**src/rtl/alloc_pkg.sv**
```systemverilog
package alloc_pkg;
  typedef enum logic {
    IRQ_FIXED = 1'b0,
    IRQ_ALLOC = 1'b1
  } irq_mode_e;
endpackage

```
**src/rtl/irq_skip.sv**
```systemverilog
module irq_skip #(
  parameter int IRQ_W   = 8,
  parameter int NUM_RSV = 4,
  parameter logic [NUM_RSV*IRQ_W-1:0] RSV_IRQS = '0,
  localparam int VW = IRQ_W + 2
) (
  input  logic [VW-1:0] val_i,
  output logic [VW-1:0] val_o
);
  logic [VW-1:0] stage [NUM_RSV+1];

  assign stage[0] = val_i;

  // one stage per reserved entry bounds the longest run of reserved lines
  for (genvar s = 0; s < NUM_RSV; s++) begin : g_stage
    logic hit;
    always_comb begin
      hit = 1'b0;
      for (int r = 0; r < NUM_RSV; r++) begin
        if (stage[s] == {2'b00, RSV_IRQS[r*IRQ_W +: IRQ_W]}) hit = 1'b1;
      end
    end
    assign stage[s+1] = hit ? stage[s] + VW'(1) : stage[s];
  end

  assign val_o = stage[NUM_RSV];
endmodule

```
**src/rtl/alloc_table.sv**
```systemverilog
module alloc_table #(
  parameter int DEPTH  = 8,
  parameter int ADDR_W = 32,
  parameter int IRQ_W  = 8,
  parameter int CNT_W  = 8,
  localparam int CW    = $clog2(DEPTH + 1),
  localparam int IDX_W = (DEPTH > 1) ? $clog2(DEPTH) : 1
) (
  input  logic              clk_i,
  input  logic              rst_ni,
  input  logic              clear_i,
  input  logic              wr_i,
  input  logic [ADDR_W-1:0] wr_base_i,
  input  logic [ADDR_W-1:0] wr_size_i,
  input  logic [IRQ_W-1:0]  wr_irq_i,
  input  logic [CNT_W-1:0]  wr_cnt_i,
  output logic              full_o,
  output logic [CW-1:0]     count_o,
  input  logic [IDX_W-1:0]  rd_idx_i,
  output logic [ADDR_W-1:0] rd_base_o,
  output logic [ADDR_W-1:0] rd_size_o,
  output logic [IRQ_W-1:0]  rd_irq_o,
  output logic [CNT_W-1:0]  rd_cnt_o
);
  logic [ADDR_W-1:0] base_m [DEPTH];
  logic [ADDR_W-1:0] size_m [DEPTH];
  logic [IRQ_W-1:0]  irq_m  [DEPTH];
  logic [CNT_W-1:0]  cnt_m  [DEPTH];
  logic [CW-1:0]     count_q;
  logic              rd_ok;

  assign full_o  = (count_q == CW'(DEPTH));
  assign count_o = count_q;

  always_ff @(posedge clk_i or negedge rst_ni) begin
    if (!rst_ni)                  count_q <= '0;
    else if (clear_i)             count_q <= '0;
    else if (wr_i && !full_o)     count_q <= count_q + CW'(1);
  end

  always_ff @(posedge clk_i) begin
    if (wr_i && !full_o && !clear_i) begin
      base_m[count_q[IDX_W-1:0]] <= wr_base_i;
      size_m[count_q[IDX_W-1:0]] <= wr_size_i;
      irq_m[count_q[IDX_W-1:0]]  <= wr_irq_i;
      cnt_m[count_q[IDX_W-1:0]]  <= wr_cnt_i;
    end
  end

  assign rd_ok     = (CW'(rd_idx_i) < count_q);
  assign rd_base_o = rd_ok ? base_m[rd_idx_i] : '0;
  assign rd_size_o = rd_ok ? size_m[rd_idx_i] : '0;
  assign rd_irq_o  = rd_ok ? irq_m[rd_idx_i]  : '0;
  assign rd_cnt_o  = rd_ok ? cnt_m[rd_idx_i]  : '0;


  append_chk: assert property (@(posedge clk_i) disable iff (!rst_ni)
    (wr_i && !full_o && !clear_i) |=> (count_o == $past(count_o) + CW'(1)));

  full_hold_chk: assert property (@(posedge clk_i) disable iff (!rst_ni)
    (full_o && !clear_i) |=> full_o);
endmodule

```
**src/rtl/addr_irq_alloc.sv**
```systemverilog
module addr_irq_alloc
  import alloc_pkg::*;
#(
  parameter int ADDR_W  = 32,
  parameter int IRQ_W   = 8,
  parameter int CNT_W   = 8,
  parameter int DEPTH   = 8,
  parameter int MAX_IRQ = 64,
  parameter int NUM_RSV = 4,
  parameter logic [NUM_RSV*IRQ_W-1:0] RSV_IRQS = {8'd20, 8'd9, 8'd6, 8'd5},
  localparam int CW    = $clog2(DEPTH + 1),
  localparam int IDX_W = (DEPTH > 1) ? $clog2(DEPTH) : 1
) (
  input  logic              clk_i,
  input  logic              rst_ni,
  input  logic              init_i,
  input  logic [ADDR_W-1:0] init_base_i,
  input  logic [IRQ_W-1:0]  init_irq_i,
  input  logic              req_valid_i,
  output logic              req_ready_o,
  input  logic [ADDR_W-1:0] req_base_i,
  input  logic [ADDR_W-1:0] req_size_i,
  input  logic [IRQ_W-1:0]  req_irq_i,
  input  logic [CNT_W-1:0]  req_cnt_i,
  output logic              rsp_valid_o,
  output logic              rsp_reject_o,
  output logic [ADDR_W-1:0] rsp_base_o,
  output logic [IRQ_W-1:0]  rsp_irq_o,
  output logic [ADDR_W-1:0] free_base_o,
  output logic [IRQ_W-1:0]  free_irq_o,
  output logic              fatal_o,
  output logic [CW-1:0]     count_o,
  input  logic [IDX_W-1:0]  tbl_idx_i,
  output logic [ADDR_W-1:0] tbl_base_o,
  output logic [ADDR_W-1:0] tbl_size_o,
  output logic [IRQ_W-1:0]  tbl_irq_o,
  output logic [CNT_W-1:0]  tbl_cnt_o
);
  localparam int VW = IRQ_W + 2;
  localparam logic [VW-1:0] MAX_V = VW'(MAX_IRQ);

  logic [ADDR_W-1:0] free_base_q;
  logic [IRQ_W-1:0]  free_irq_q;
  logic              fatal_q;
  logic              rsp_valid_q, rsp_reject_q;
  logic [ADDR_W-1:0] rsp_base_q;
  logic [IRQ_W-1:0]  rsp_irq_q;

  logic              accept, full, grant;
  irq_mode_e         irq_mode;
  logic [ADDR_W-1:0] g_base;
  logic [IRQ_W-1:0]  g_irq;
  logic [VW-1:0]     irq_sum, irq_next;
  logic              irq_over;

  assign req_ready_o = !init_i && !fatal_q;
  assign accept      = req_valid_i && req_ready_o;
  assign grant       = accept && !full;

  assign irq_mode = ((req_irq_i == '0) && (req_cnt_i != '0)) ? IRQ_ALLOC : IRQ_FIXED;
  assign g_base   = (req_base_i == '0) ? free_base_q : req_base_i;
  assign g_irq    = (irq_mode == IRQ_ALLOC) ? free_irq_q : req_irq_i;
  assign irq_sum  = VW'(free_irq_q) + VW'(req_cnt_i);

  irq_skip #(
    .IRQ_W   (IRQ_W),
    .NUM_RSV (NUM_RSV),
    .RSV_IRQS(RSV_IRQS)
  ) u_skip (
    .val_i(irq_sum),
    .val_o(irq_next)
  );

  assign irq_over = (irq_next >= MAX_V);

  always_ff @(posedge clk_i or negedge rst_ni) begin
    if (!rst_ni) begin
      free_base_q <= '0;
      free_irq_q  <= '0;
    end else if (init_i) begin
      free_base_q <= init_base_i;
      free_irq_q  <= init_irq_i;
    end else if (grant) begin
      if (req_base_i == '0)     free_base_q <= free_base_q + req_size_i;
      if (irq_mode == IRQ_ALLOC) free_irq_q  <= irq_next[IRQ_W-1:0];
    end
  end

  always_ff @(posedge clk_i or negedge rst_ni) begin
    if (!rst_ni)                                        fatal_q <= 1'b0;
    else if (grant && irq_mode == IRQ_ALLOC && irq_over) fatal_q <= 1'b1;
  end

  always_ff @(posedge clk_i or negedge rst_ni) begin
    if (!rst_ni) begin
      rsp_valid_q  <= 1'b0;
      rsp_reject_q <= 1'b0;
      rsp_base_q   <= '0;
      rsp_irq_q    <= '0;
    end else begin
      rsp_valid_q  <= accept;
      rsp_reject_q <= accept && full;
      rsp_base_q   <= grant ? g_base : '0;
      rsp_irq_q    <= grant ? g_irq  : '0;
    end
  end

  alloc_table #(
    .DEPTH (DEPTH),
    .ADDR_W(ADDR_W),
    .IRQ_W (IRQ_W),
    .CNT_W (CNT_W)
  ) u_table (
    .clk_i    (clk_i),
    .rst_ni   (rst_ni),
    .clear_i  (init_i),
    .wr_i     (accept),
    .wr_base_i(g_base),
    .wr_size_i(req_size_i),
    .wr_irq_i (g_irq),
    .wr_cnt_i (req_cnt_i),
    .full_o   (full),
    .count_o  (count_o),
    .rd_idx_i (tbl_idx_i),
    .rd_base_o(tbl_base_o),
    .rd_size_o(tbl_size_o),
    .rd_irq_o (tbl_irq_o),
    .rd_cnt_o (tbl_cnt_o)
  );

  assign rsp_valid_o  = rsp_valid_q;
  assign rsp_reject_o = rsp_reject_q;
  assign rsp_base_o   = rsp_base_q;
  assign rsp_irq_o    = rsp_irq_q;
  assign free_base_o  = free_base_q;
  assign free_irq_o   = free_irq_q;
  assign fatal_o      = fatal_q;


  rsp_after_accept_chk: assert property (@(posedge clk_i) disable iff (!rst_ni)
    (req_valid_i && req_ready_o) |=> rsp_valid_o);

  no_spurious_rsp_chk: assert property (@(posedge clk_i) disable iff (!rst_ni)
    !(req_valid_i && req_ready_o) |=> !rsp_valid_o);

  fatal_sticky_chk: assert property (@(posedge clk_i) disable iff (!rst_ni)
    fatal_o |=> fatal_o);

  fatal_blocks_chk: assert property (@(posedge clk_i) disable iff (!rst_ni)
    fatal_o |-> !req_ready_o);

  fatal_cause_chk: assert property (@(posedge clk_i) disable iff (!rst_ni)
    $rose(fatal_o) |-> $past(req_valid_i && req_ready_o));

  reject_keeps_ptr_chk: assert property (@(posedge clk_i) disable iff (!rst_ni)
    (rsp_reject_o && !$past(init_i)) |-> ($stable(free_base_o) && $stable(free_irq_o)));

  fixed_base_chk: assert property (@(posedge clk_i) disable iff (!rst_ni)
    (req_valid_i && req_ready_o && req_base_i != '0) |=> $stable(free_base_o));
endmodule

```
**config.mk**
```make
export PLATFORM = sky130hd
export DESIGN_NAME = addr_irq_alloc
export DESIGN_NICKNAME = d
export VERILOG_FILES = /design/src/rtl/alloc_pkg.sv /design/src/rtl/irq_skip.sv /design/src/rtl/alloc_table.sv /design/src/rtl/addr_irq_alloc.sv
export SDC_FILE = /design/constraint.sdc
export NUM_CORES = 1
export LEC_CHECK = 0
export CORE_ASPECT_RATIO = 1.1
export CORE_UTILIZATION = 30
export CTS_CLUSTER_DIAMETER = 200
export CTS_CLUSTER_SIZE = 24
export DETAILED_ROUTE_END_ITERATION = 8
export PLACE_DENSITY_LB_ADDON = 0.25
export SYNTH_ARGS = -nofsm -noshare
export SYNTH_HDL_FRONTEND = slang
export SYNTH_SLANG_ARGS = --single-unit
```
**constraint.sdc**
```tcl
create_clock -name clk_i -period 28.8 [get_ports clk_i]
set_input_delay 5.76 -clock clk_i [delete_from_list [all_inputs] [get_ports clk_i]]
set_output_delay 5.76 -clock clk_i [all_outputs]
set_load 0.02 [all_outputs]
```
==> impl_metrics.xml <==
<?xml version="1.0" encoding="UTF-8"?>
<metrics>
  <group name="status">
    <metric name="outcome" unit="">completed</metric>
  </group>
  <group name="drt">
    <metric name="drt_drc_violations_left" unit="">0</metric>
    <metric name="detailroute.wirelength.met3" unit="um">5040</metric>
    <metric name="avgViaCountPerCell" unit="">5.14</metric>
    <metric name="drt_first_iter_violations" unit="">1615</metric>
    <metric name="vias" unit="">17122</metric>
    <metric name="wl_met2" unit="um">42800</metric>
    <metric name="routedLengthMet1" unit="um">41600</metric>
    <metric name="top_layer" unit="">met5</metric>
    <metric name="wl_per_cell" unit="um">27.3</metric>
    <metric name="detailedRoute.firstPassIterationCount" unit="">6</metric>
    <metric name="postRouteWirelength" unit="um">90900</metric>
    <metric name="antenna_violating_nets_post_route" unit="">0</metric>
  </group>
  <group name="synthesis">
    <metric name="synth_top_family_by_area" unit="">multiplexers</metric>
    <metric name="synth_top_flop_cell" unit="">edfxtp_1</metric>
    <metric name="synthXorXnorAreaFrac" unit="%">0.959</metric>
    <metric name="yosysSeqAreaShare" unit="%">70.0</metric>
    <metric name="number_of_enable_type_register_cells_in_the_synthesized_netlist" unit="">640</metric>
    <metric name="postSynthCellCount" unit="">1714</metric>
    <metric name="post_synth_adder_cell_area" unit="%">2.22</metric>
    <metric name="post_synth_instance_area" unit="um2">30500</metric>
    <metric name="synth-compound-area-share" unit="%">5.47</metric>
    <metric name="synth_cell_type_count" unit="">81</metric>
    <metric name="leading_area_contributor_after_synthesis" unit="">edfxtp_1</metric>
    <metric name="synth-async-reset-ratio" unit="%">12.0</metric>
    <metric name="yosysWarnings" unit="">0</metric>
    <metric name="synth_top_cell_area_share" unit="%">62.9</metric>
    <metric name="syn-mean-instance-area" unit="um2">17.8</metric>
    <metric name="synth.area.mux_share" unit="%">14.8</metric>
    <metric name="post_synth_and_or_nand_nor_area_fraction" unit="%">5.31</metric>
    <metric name="synth_nets" unit="">1894</metric>
    <metric name="synth.top_cells.by_area" unit="">edfxtp_1 63%, mux4_2 12%, dfrtp_1 7.1%</metric>
    <metric name="ys_ff_latch" unit="">727</metric>
  </group>
  <group name="power">
    <metric name="power_density_cells" unit="nW/um2">56.0</metric>
    <metric name="sequentialPowerShare" unit="%">58.3</metric>
    <metric name="clockPowerShare" unit="%">28.5</metric>
    <metric name="combinationalPowerShare" unit="%">13.3</metric>
    <metric name="internal_power" unit="mW">1.52</metric>
    <metric name="switching_power_share_of_the_total" unit="%">24.8</metric>
    <metric name="switching_power" unit="mW">0.503</metric>
    <metric name="p_leak" unit="nW">12.2</metric>
    <metric name="vdd_ir_drop_max" unit="uV">31.5</metric>
  </group>
  <group name="die">
    <metric name="ioPinCount" unit="">295</metric>
    <metric name="total_core_area" unit="um2">101000</metric>
    <metric name="floorplan.initialDensity" unit="%">30.3</metric>
    <metric name="die_h" unit="um">337</metric>
    <metric name="floorplan.die_area" unit="um2">103000</metric>
    <metric name="row_count" unit="">122</metric>
    <metric name="dieWidth" unit="um">306</metric>
  </group>
  <group name="sta">
    <metric name="final.setup_skew" unit="ns">0.0262</metric>
    <metric name="rsz0062_at_grt" unit="">no</metric>
    <metric name="hold_violations" unit="">0</metric>
    <metric name="max_freq" unit="MHz">66.2</metric>
    <metric name="worstMarginPinSlew" unit="ns">1.17</metric>
    <metric name="finalSetupViolations" unit="">0</metric>
    <metric name="fin_crit_sh" unit="%">52.5</metric>
    <metric name="finalCriticalPeriod" unit="ns">15.12</metric>
    <metric name="slew_violations" unit="">0</metric>
    <metric name="fin_setup_tns" unit="ns">0</metric>
    <metric name="slew_headroom" unit="%">21.9</metric>
  </group>
  <group name="final_layout">
    <metric name="area.growth.synth_to_final" unit="%">18.5</metric>
    <metric name="mostFrequentLayoutCell" unit="">edfxtp_1</metric>
    <metric name="multiInputGateArea" unit="um2">8840</metric>
    <metric name="fillerInstances" unit="">9474</metric>
    <metric name="layout-drive-gt1-share" unit="%">13.5</metric>
    <metric name="mostFrequentLayoutCells" unit="">640 x edfxtp_1, 289 x clkdlybuf4s50_1, 160 x mux4_2</metric>
    <metric name="finalNetCount" unit="">2184</metric>
    <metric name="post-route-util" unit="%">35.9</metric>
    <metric name="final-seq-area" unit="um2">21400</metric>
  </group>
  <group name="cts">
    <metric name="cts_sinks" unit="">727</metric>
    <metric name="cts_hold_buffers" unit="">0</metric>
    <metric name="clk_pin_slew_worst_paths" unit="ns">0.09</metric>
    <metric name="clock_tree.htree_level_count" unit="">2</metric>
    <metric name="cts.repair.resized" unit="">0</metric>
    <metric name="clk_latency" unit="ns">0.59</metric>
    <metric name="cts_root_buffer" unit="">clkbuf_16</metric>
    <metric name="ctsLongestPathBuffers" unit="">3</metric>
    <metric name="cts_tree" unit="">built</metric>
    <metric name="postCtsSetupRepairBufs" unit="">0</metric>
    <metric name="numCtsBuffers" unit="">36</metric>
  </group>
  <group name="placement">
    <metric name="detailedPlacementHpwl" unit="um">59100</metric>
    <metric name="place_congestion" unit="">0.814</metric>
    <metric name="numPortBuffers" unit="">294</metric>
  </group>
  <group name="grt">
    <metric name="number_of_global_route_vias_before_repair" unit="">17764</metric>
    <metric name="initial_antenna_violation_count" unit="">18</metric>
    <metric name="gr-usage-all-layers" unit="%">17.4</metric>
    <metric name="grt_pass1_wl" unit="um">129000</metric>
    <metric name="grt_max_degree" unit="">67</metric>
    <metric name="grt-ovfl-total" unit="">0</metric>
  </group>
  <group name="worst_setup_path">
    <metric name="cp-start-kind" unit="">primary input</metric>
    <metric name="timing.critical_path.required" unit="ns">23.04</metric>
    <metric name="worstSetupEndpointType" unit="">primary output</metric>
    <metric name="crit_path_max_fanout" unit="">47</metric>
    <metric name="setup.worst_path.class" unit="">primary input to primary output</metric>
    <metric name="cp_data_arrival_time" unit="ns">9.36</metric>
  </group>
  <group name="flow_run">
    <metric name="cap_violations" unit="">0</metric>
  </group>
  <group name="min_path">
    <metric name="holdCritPathClass" unit="">flop to flop</metric>
  </group>
</metrics>
-- worst max-delay path, cell delays in order --
cell	delay, ns
buf_8	0.37
buf_4	0.69
buf_4	0.89
mux4_2	0.61
mux2i_1	0.28
nor2_1	0.09
clkdlybuf4s50_1	0.58
-- Yosys cell counts (6+ instances only) --
library cell,instances
a211oi_1,9
a21o_1,48
a21oi_1,39
a221o_1,7
a22oi_1,11
and2_1,49
and3_1,10
buf_1,23
clkbuf_1,53
dfrtp_1,87
edfxtp_1,640
ha_1,51
inv_1,20
mux2i_1,85
mux4_2,160
nand2_1,56
nand2b_1,13
nand3_1,9
nand4_1,8
nor2_1,125
nor2b_1,8
nor3_1,14
nor4_1,14
o21a_1,6
o21ai_0,42
o221ai_1,8
xnor2_1,18
xor2_1,11
-- area by class of cell --
cell class / instances / area share, %
inverter: 20 / 0.207
clock buffer: 63 / 2.83
tap: 1302 / 4.50
antenna: 1 / 0.00691
timing repair buffer: 329 / 8.85
clock inverter: 1 / 0.0553
sequential: 727 / 59.1
multi-input combinational: 890 / 24.4
-- path summary, 6_finish.rpt --
kind                                from             end  slack, ns  cells after the start
max                         tbl_idx_i[0]  tbl_base_o[23]      13.68                      7
min                              fatal_o         fatal_o       0.57                      1
max reg2reg                free_irq_o[0]   free_irq_o[0]      22.95                     19
min reg2reg                      fatal_o         fatal_o       0.57                      1
max in group asynchronous         rst_ni  rsp_base_o[14]      22.40                      2
min in group asynchronous         rst_ni   free_irq_o[6]       5.16                      1
-- layer usage --
metal / global-route usage [%] / vias to the layer above
li1: - / 7418
met1: 24.5 / 9073
met2: 28.5 / 514
met3: 3.13 / 99
met4: 3.15 / 18
met5: 0 / -
-- cells by family after synthesis --
group           after synthesis
xor+xnor                     31
mux                         249
buf+inv                      97
simple gates                327
flops                       727
fa+ha+maj                    53
compound gates              230
-- registers in the layout, indices dropped and copies added (netlist names) --
name,flops
fatal_o,1
free_base_o,32
free_irq_o,8
rsp_base_o,32
rsp_irq_o,8
rsp_reject_o,1
rsp_valid_o,1
u_table.base_m,256
u_table.cnt_m,64
u_table.count_o,4
u_table.irq_m,64
u_table.size_m,256
-- metrics by stage --
step           worst slack [ns]  power (mW)  instances  cell area, um2  hold WS [ns]
5_1_grt                   13.23        2.10       3332           36200         0.578
4_1_cts                   13.42        2.05       3332           36200         0.574
2_1_floorplan             14.09        1.35       1714           30500         0.601
3_3_place_gp              13.41        1.47       3268           35100         0.541
6_report                  13.68        2.03       3333           36200         0.566
3_5_place_dp              13.42        1.48       3268           35100         0.548
-- power by group through the flow --
stage,clock network (mW),registers [mW],logic (mW)
floorplan,0,1.21,0.148
global placement,0,1.21,0.268
detailed placement,0,1.21,0.272
CTS,0.597,1.18,0.273
global route,0.629,1.18,0.291
finish,0.577,1.18,0.269
(Power assumes the default switching activity.)
